[config.mk]
export PLATFORM = sky130hd
export DESIGN_NAME = rail_seq_ctrl
export DESIGN_NICKNAME = d
export VERILOG_FILES = /design/src/rtl/rail_seq_pkg.sv /design/src/rtl/flag_sync.sv /design/src/rtl/seq_timer.sv /design/src/rtl/rail_seq_fsm.sv /design/src/rtl/rail_seq_ctrl.sv
export SDC_FILE = /design/constraint.sdc
export NUM_CORES = 1
export LEC_CHECK = 0
export BUFFER_PORTS_ARGS = -buffer_cell sky130_fd_sc_hd__buf_2
export CORE_MARGIN = 4
export CORE_UTILIZATION = 63
export CTS_BUF_LIST = sky130_fd_sc_hd__clkbuf_8
export CTS_CLUSTER_DIAMETER = 100
export DETAILED_ROUTE_END_ITERATION = 10
export PLACE_DENSITY = 0.85
export SYNTH_ARGS = -nofsm -noshare
export SYNTH_HDL_FRONTEND = slang
export SYNTH_SLANG_ARGS = --single-unit
[constraint.sdc]
create_clock -name clk -period 2.9 [get_ports clk]
set_input_delay 0.29 -clock clk [delete_from_list [all_inputs] [get_ports clk]]
set_output_delay 0.29 -clock clk [all_outputs]
set_load 0.005 [all_outputs]
[src/rtl/rail_seq_pkg.sv]
package rail_seq_pkg;

  typedef enum logic [2:0] {
    ST_OFF,
    ST_CORE_SS,
    ST_RAIL_RAMP,
    ST_POR_WAIT,
    ST_RUN
  } seq_state_e;

  // rail indices inside the enable / soft-start vectors
  localparam int RAIL_CORE = 0;
  localparam int RAIL_33   = 1;
  localparam int RAIL_25   = 2;
  localparam int RAIL_V5   = 3;
  localparam int RAIL_LIN1 = 4;
  localparam int RAIL_LIN2 = 5;
  localparam int RAIL_MOT  = 6;
  localparam int NUM_RAILS = 7;

  // flag indices inside the synchronized flag vector
  localparam int FL_SHDN   = 0;
  localparam int FL_LOCK   = 1;
  localparam int FL_CORE   = 2;
  localparam int FL_33     = 3;
  localparam int FL_25     = 4;
  localparam int FL_V5     = 5;
  localparam int FL_OT     = 6;
  localparam int FL_CP     = 7;
  localparam int FL_BIAS   = 8;
  localparam int NUM_FLAGS = 9;

endpackage

[src/rtl/flag_sync.sv]
module flag_sync #(
  parameter int WIDTH  = 9,
  parameter int STAGES = 2
) (
  input  logic             clk,
  input  logic             rst,
  input  logic [WIDTH-1:0] din,
  output logic [WIDTH-1:0] dout
);

  logic [STAGES-1:0][WIDTH-1:0] stage_q;

  // reset to 0: a low flag reads as "not good" or "no fault", and the
  // shutdown-level flag low keeps the sequencer off
  always_ff @(posedge clk) begin
    if (rst) begin
      stage_q <= '0;
    end else begin
      stage_q[0] <= din;
      for (int s = 1; s < STAGES; s++) begin
        stage_q[s] <= stage_q[s-1];
      end
    end
  end

  assign dout = stage_q[STAGES-1];

endmodule

[src/rtl/seq_timer.sv]
module seq_timer #(
  parameter int TW = 19
) (
  input  logic          clk,
  input  logic          rst,
  input  logic          load,
  input  logic [TW-1:0] load_val,
  output logic          done
);

  logic [TW-1:0] cnt_q;

  always_ff @(posedge clk) begin
    if (rst) begin
      cnt_q <= '0;
    end else if (load) begin
      cnt_q <= load_val;
    end else if (cnt_q != '0) begin
      cnt_q <= cnt_q - 1'b1;
    end
  end

  assign done = (cnt_q == '0);

endmodule

[src/rtl/rail_seq_fsm.sv]
module rail_seq_fsm
  import rail_seq_pkg::*;
#(
  parameter int SS_CYCLES  = 10000,
  parameter int POR_CYCLES = 300000,
  parameter int TW         = 19
) (
  input  logic                 clk,
  input  logic                 rst,
  input  logic [NUM_FLAGS-1:0] flags_s,
  input  logic                 cfg_v5_en,
  input  logic                 cfg_lin1_en,
  input  logic                 cfg_lin2_en,
  input  logic                 cfg_mot_en,
  input  logic                 tmr_done,
  output logic                 tmr_load,
  output logic [TW-1:0]        tmr_val,
  output logic [NUM_RAILS-1:0] rail_en,
  output logic [NUM_RAILS-1:0] ss_start,
  output logic                 por_sense,
  output logic                 pwr_good
);

  localparam logic [TW-1:0] SS_LOAD  = TW'(SS_CYCLES - 1);
  localparam logic [TW-1:0] POR_LOAD = TW'(POR_CYCLES - 1);

  seq_state_e state_q, state_d;
  logic [NUM_RAILS-1:0] en_d;
  logic fault, rails_ok;
  logic base_on, mid_on, late_on;

  assign fault    = flags_s[FL_OT] | flags_s[FL_CP] | flags_s[FL_BIAS] | ~flags_s[FL_SHDN];
  assign rails_ok = flags_s[FL_CORE] & flags_s[FL_33] & flags_s[FL_25];

  always_comb begin
    state_d  = state_q;
    tmr_load = 1'b0;
    tmr_val  = SS_LOAD;
    case (state_q)
      ST_OFF: begin
        state_d  = ST_CORE_SS;
        tmr_load = 1'b1;
        tmr_val  = SS_LOAD;
      end
      ST_CORE_SS: begin
        if (tmr_done && flags_s[FL_CORE]) state_d = ST_RAIL_RAMP;
      end
      ST_RAIL_RAMP: begin
        if (rails_ok) begin
          state_d  = ST_POR_WAIT;
          tmr_load = 1'b1;
          tmr_val  = POR_LOAD;
        end
      end
      ST_POR_WAIT: begin
        if (!rails_ok) begin
          tmr_load = 1'b1;
          tmr_val  = POR_LOAD;
        end else if (tmr_done) begin
          state_d = ST_RUN;
        end
      end
      ST_RUN: begin
        if (!rails_ok) begin
          state_d  = ST_POR_WAIT;
          tmr_load = 1'b1;
          tmr_val  = POR_LOAD;
        end
      end
      default: state_d = ST_OFF;
    endcase
    if (fault) begin
      state_d  = ST_OFF;
      tmr_load = 1'b0;
    end
  end

  assign base_on = (state_d != ST_OFF);
  assign mid_on  = (state_d inside {ST_RAIL_RAMP, ST_POR_WAIT, ST_RUN});
  assign late_on = (state_d inside {ST_POR_WAIT, ST_RUN});

  always_comb begin
    en_d            = '0;
    en_d[RAIL_CORE] = base_on;
    en_d[RAIL_33]   = mid_on;
    en_d[RAIL_25]   = mid_on;
    en_d[RAIL_V5]   = late_on & cfg_v5_en;
    en_d[RAIL_MOT]  = late_on & cfg_mot_en;
    en_d[RAIL_LIN1] = late_on & cfg_v5_en & flags_s[FL_V5] & cfg_lin1_en;
    en_d[RAIL_LIN2] = late_on & cfg_v5_en & flags_s[FL_V5] & cfg_lin2_en;
  end

  always_ff @(posedge clk) begin
    if (rst) begin
      state_q   <= ST_OFF;
      rail_en   <= '0;
      ss_start  <= '0;
      por_sense <= 1'b0;
      pwr_good  <= 1'b0;
    end else begin
      state_q   <= state_d;
      rail_en   <= en_d;
      ss_start  <= en_d & ~rail_en;
      por_sense <= (state_d == ST_RUN);
      pwr_good  <= (state_d == ST_RUN) & flags_s[FL_LOCK];
    end
  end

endmodule

[src/rtl/rail_seq_ctrl.sv]
module rail_seq_ctrl
  import rail_seq_pkg::*;
#(
  parameter int SS_CYCLES   = 10000,
  parameter int POR_CYCLES  = 300000,
  parameter int SYNC_STAGES = 2
) (
  input  logic       clk,
  input  logic       rst,
  input  logic       bus_above_shdn,
  input  logic       bus_above_lock,
  input  logic       core_uv_ok,
  input  logic       r33_uv_ok,
  input  logic       r25_uv_ok,
  input  logic       v5_uv_ok,
  input  logic       over_temp,
  input  logic       cp_uv,
  input  logic       bias_uv,
  input  logic       cfg_v5_en,
  input  logic       cfg_lin1_en,
  input  logic       cfg_lin2_en,
  input  logic       cfg_mot_en,
  output logic       en_core,
  output logic       en_33,
  output logic       en_25,
  output logic       en_v5,
  output logic       en_lin1,
  output logic       en_lin2,
  output logic       en_mot,
  output logic [6:0] ss_start,
  output logic       por_sense,
  output logic       pwr_good
);

  localparam int CNT_MAX = (SS_CYCLES > POR_CYCLES) ? SS_CYCLES : POR_CYCLES;
  localparam int TW      = $clog2(CNT_MAX + 1);

  logic [NUM_FLAGS-1:0] flags_raw, flags_s;
  logic [NUM_RAILS-1:0] rail_en_w;
  logic                 tmr_load, tmr_done;
  logic [TW-1:0]        tmr_val;

  always_comb begin
    flags_raw          = '0;
    flags_raw[FL_SHDN] = bus_above_shdn;
    flags_raw[FL_LOCK] = bus_above_lock;
    flags_raw[FL_CORE] = core_uv_ok;
    flags_raw[FL_33]   = r33_uv_ok;
    flags_raw[FL_25]   = r25_uv_ok;
    flags_raw[FL_V5]   = v5_uv_ok;
    flags_raw[FL_OT]   = over_temp;
    flags_raw[FL_CP]   = cp_uv;
    flags_raw[FL_BIAS] = bias_uv;
  end

  flag_sync #(.WIDTH(NUM_FLAGS), .STAGES(SYNC_STAGES)) u_sync (
    .clk  (clk),
    .rst  (rst),
    .din  (flags_raw),
    .dout (flags_s)
  );

  seq_timer #(.TW(TW)) u_timer (
    .clk      (clk),
    .rst      (rst),
    .load     (tmr_load),
    .load_val (tmr_val),
    .done     (tmr_done)
  );

  rail_seq_fsm #(
    .SS_CYCLES  (SS_CYCLES),
    .POR_CYCLES (POR_CYCLES),
    .TW         (TW)
  ) u_fsm (
    .clk         (clk),
    .rst         (rst),
    .flags_s     (flags_s),
    .cfg_v5_en   (cfg_v5_en),
    .cfg_lin1_en (cfg_lin1_en),
    .cfg_lin2_en (cfg_lin2_en),
    .cfg_mot_en  (cfg_mot_en),
    .tmr_done    (tmr_done),
    .tmr_load    (tmr_load),
    .tmr_val     (tmr_val),
    .rail_en     (rail_en_w),
    .ss_start    (ss_start),
    .por_sense   (por_sense),
    .pwr_good    (pwr_good)
  );

  assign en_core = rail_en_w[RAIL_CORE];
  assign en_33   = rail_en_w[RAIL_33];
  assign en_25   = rail_en_w[RAIL_25];
  assign en_v5   = rail_en_w[RAIL_V5];
  assign en_lin1 = rail_en_w[RAIL_LIN1];
  assign en_lin2 = rail_en_w[RAIL_LIN2];
  assign en_mot  = rail_en_w[RAIL_MOT];

endmodule

==> reports/metrics.cfg <==
[clock_tree]
cts_tree=done
clk_pin_slew_worst_paths_ps=90
cts_buffer_depth=2
clock_sink_count=54
ctsHoldBuffers=0
cts_made_buffers=5
cts_resized=0
post_cts.repair.setup_buffers=0
root_buffer=clkbuf_8
clk-insertion-delay-late_ps=310
htree_levels=2

[min_path]
min_delay_path_depth=2
hold_path_end=u_sync.stage_q[0]
hold_path_class=primary input to flop
min_from=bus_above_shdn

[routing]
wire_per_inst_um=13.5
ant_nets=0
drc=0
num_vias=1639
drt_iter0_drc=84
dr.pass1.iters=4
vias_per_cell=5.46
routed_wl_um=4040

[cells_and_area]
fin_area_mm2=0.00248
fillers=269
multi_input_area_mm2=0.00106
seqCellArea_mm2=0.00108
synthToLayoutAreaGrowth_pct=12.2
nets=269
drive_above_1_share_pct=22.4
final_cells=300
antenna-diode-count=0

[worst_setup_path]
endpoint_kind=flop
ff2ff_path_depth=7
setup.worst_path.class=flop to flop
worst_ep_arrival_time_ps=2380
r2r_slack_ps=690
critPathRequiredTime_ps=3070
critPathLaunchType=flop
crit-reg2reg-capture=u_fsm.ss_start[0]
rr_startpoint=u_timer.cnt_q[0]
path_max_fanout=9

[job]
cap_violations=0

[grt]
grt_max_degree=34
grt_pass1_wl_um=6810
grt_pass1_vias=1545
antenna_found_initial=0
grt_use_total_pct=19.9
grt_overflow=0

[timing]
clock_skew_ps=12.9
tns_ps=0
fmax_ghz=0.452
finalHoldViolations=0
worst_pin_slew_ps=581
slew_violations=0
slew_headroom_pct=61.2
period_minus_slack_ps=2210
finalCritPeriodShare_pct=76.3
setup_viol=0
whs_ps=187
grt_setup_unrepaired=no

[die]
die_y_um=67.2
rows=21
chipWidth_um=67.2
initial_core_util_pct=65.7
core_area_mm2=0.00336
dieArea_mm2=0.00452
io_pins=31

[logic_synthesis]
netlist_area_mm2=0.00221
synth_commonest_cells=dfxtp_1 (54), nor2b_1 (23), nor2_1 (18)
synth_seq_cells=54
synth_nets=240
synth_cell_types=53
synth_ff_type=dfxtp_1
synthCells=224
synth_edf_count=0
ys_warn_count=0
yosysMostFrequentCell=dfxtp_1
synth_top_area_share_pct=49.0
synth-seq-area-share_pct=49.0
ys_async_sr_fraction_pct=0
avgSynthCellArea_um2=9.86
yosys-top-cells-area=dfxtp_1 (49%), nor2b_1 (6.5%), nor2_1 (3.1%)
yosysTopAreaCell=dfxtp_1

[power_and_ir_drop]
vdd_ir_drop_max_mv=0.647
powerDensity_mw_per_mm2=980
p_leak_nw=1.01

[outcome]
status=finished clean

[placement]
port_buffers=30
dp_hpwl_um=3010
gp_congestion=0.871
dp_cells=292
placed_area_mm2=0.00238

## per-stage QoR
step | setup WS (ps) | utilization (%) | total power [mW]
finish | 688 | 73.7 | 2.43
detailed placement | 718 | 70.8 | 1.99
global route | 489 | 73.7 | 2.59
global placement | 853 | 70.8 | 1.96
CTS | 692 | 73.7 | 2.43
floorplan | 990 | - | 1.79
## critical path: stages (launching register included)
cell and delay [ps]:
dfxtp_1 350, inv_1 100, ha_1 210, nor3b_1 480, nand4_4 250, o21a_1 260, o31ai_4 270, a311oi_2 150
## cells in the final DEF (no fill, tap or decap), types with 3 or more instances in the layout
cell,count
buf_2,30
nor4_4,3
a21oi_1,13
and2_1,3
xor2_1,5
nor3_1,5
dfxtp_1,54
or3_1,3
o21ai_0,7
nand2_1,14
xnor2_1,5
clkbuf_8,6
a31oi_1,4
nand3b_1,3
nor2b_1,23
nor2_1,18
inv_1,7
nand3_1,4
## cell families after synthesis
group	after synthesis	share of synthesized area [%]
and+or+nand+nor	98	28.8
DFF	54	49.0
AOI/OAI and AO/OA	43	13.5
buffers and inverters	16	3.17
xor gates and xnor gates	10	3.97
muxes	2	0.963
adders and majority gates	1	0.566
## registers in the layout, indices dropped and copies added, names as in the netlist
| name | cells |
|---|---|
| u_timer.cnt_q | 19 |
| u_fsm.por_sense | 1 |
| u_fsm.pwr_good | 1 |
| u_sync.dout | 9 |
| u_sync.stage_q | 9 |
| u_fsm.ss_start | 6 |
| u_fsm.rail_en | 6 |
| u_fsm.state_q | 3 |
## report_power, final
group / leakage [nW] / switching (mW) / total, mW / internal, mW
combinational: 0.516 / 0.546 / 0.953 / 0.407
clock: 0.0478 / 0.240 / 0.437 / 0.197
sequential: 0.442 / 0.173 / 1.04 / 0.865
## worst max-delay path by stage
stage / startpoint / end / slack (ps) / depth (start not counted)
floorplan: u_timer.cnt_q[0] / u_fsm.ss_start[0] / 990 / 7
global placement: u_timer.cnt_q[0] / u_fsm.ss_start[0] / 850 / 7
detailed placement: u_timer.cnt_q[0] / u_fsm.ss_start[0] / 720 / 7
CTS: u_timer.cnt_q[0] / u_fsm.ss_start[0] / 690 / 7
global route: u_timer.cnt_q[0] / u_fsm.ss_start[0] / 490 / 7
finish: u_timer.cnt_q[0] / u_fsm.ss_start[0] / 690 / 7
## area by class of cell
class / instances / share of cell area [%]
sequential: 54 / 43.6
timing repair buffer: 31 / 6.36
clock inverter: 2 / 0.656
inverter: 7 / 1.06
multi-input combinational: 154 / 42.7
tap: 46 / 2.32
clock buffer: 6 / 3.33
## per-layer routing
metal | up-vias | wire length [µm] | track usage [%]
met5 | - | 0 | 0
li1 | 837 | - | -
met2 | 33 | 1990 | 32.6
met3 | 5 | 157 | 3.49
met4 | 0 | 59 | 10.9
met1 | 764 | 1840 | 24.8
Power figures use the tool's default switching activity.
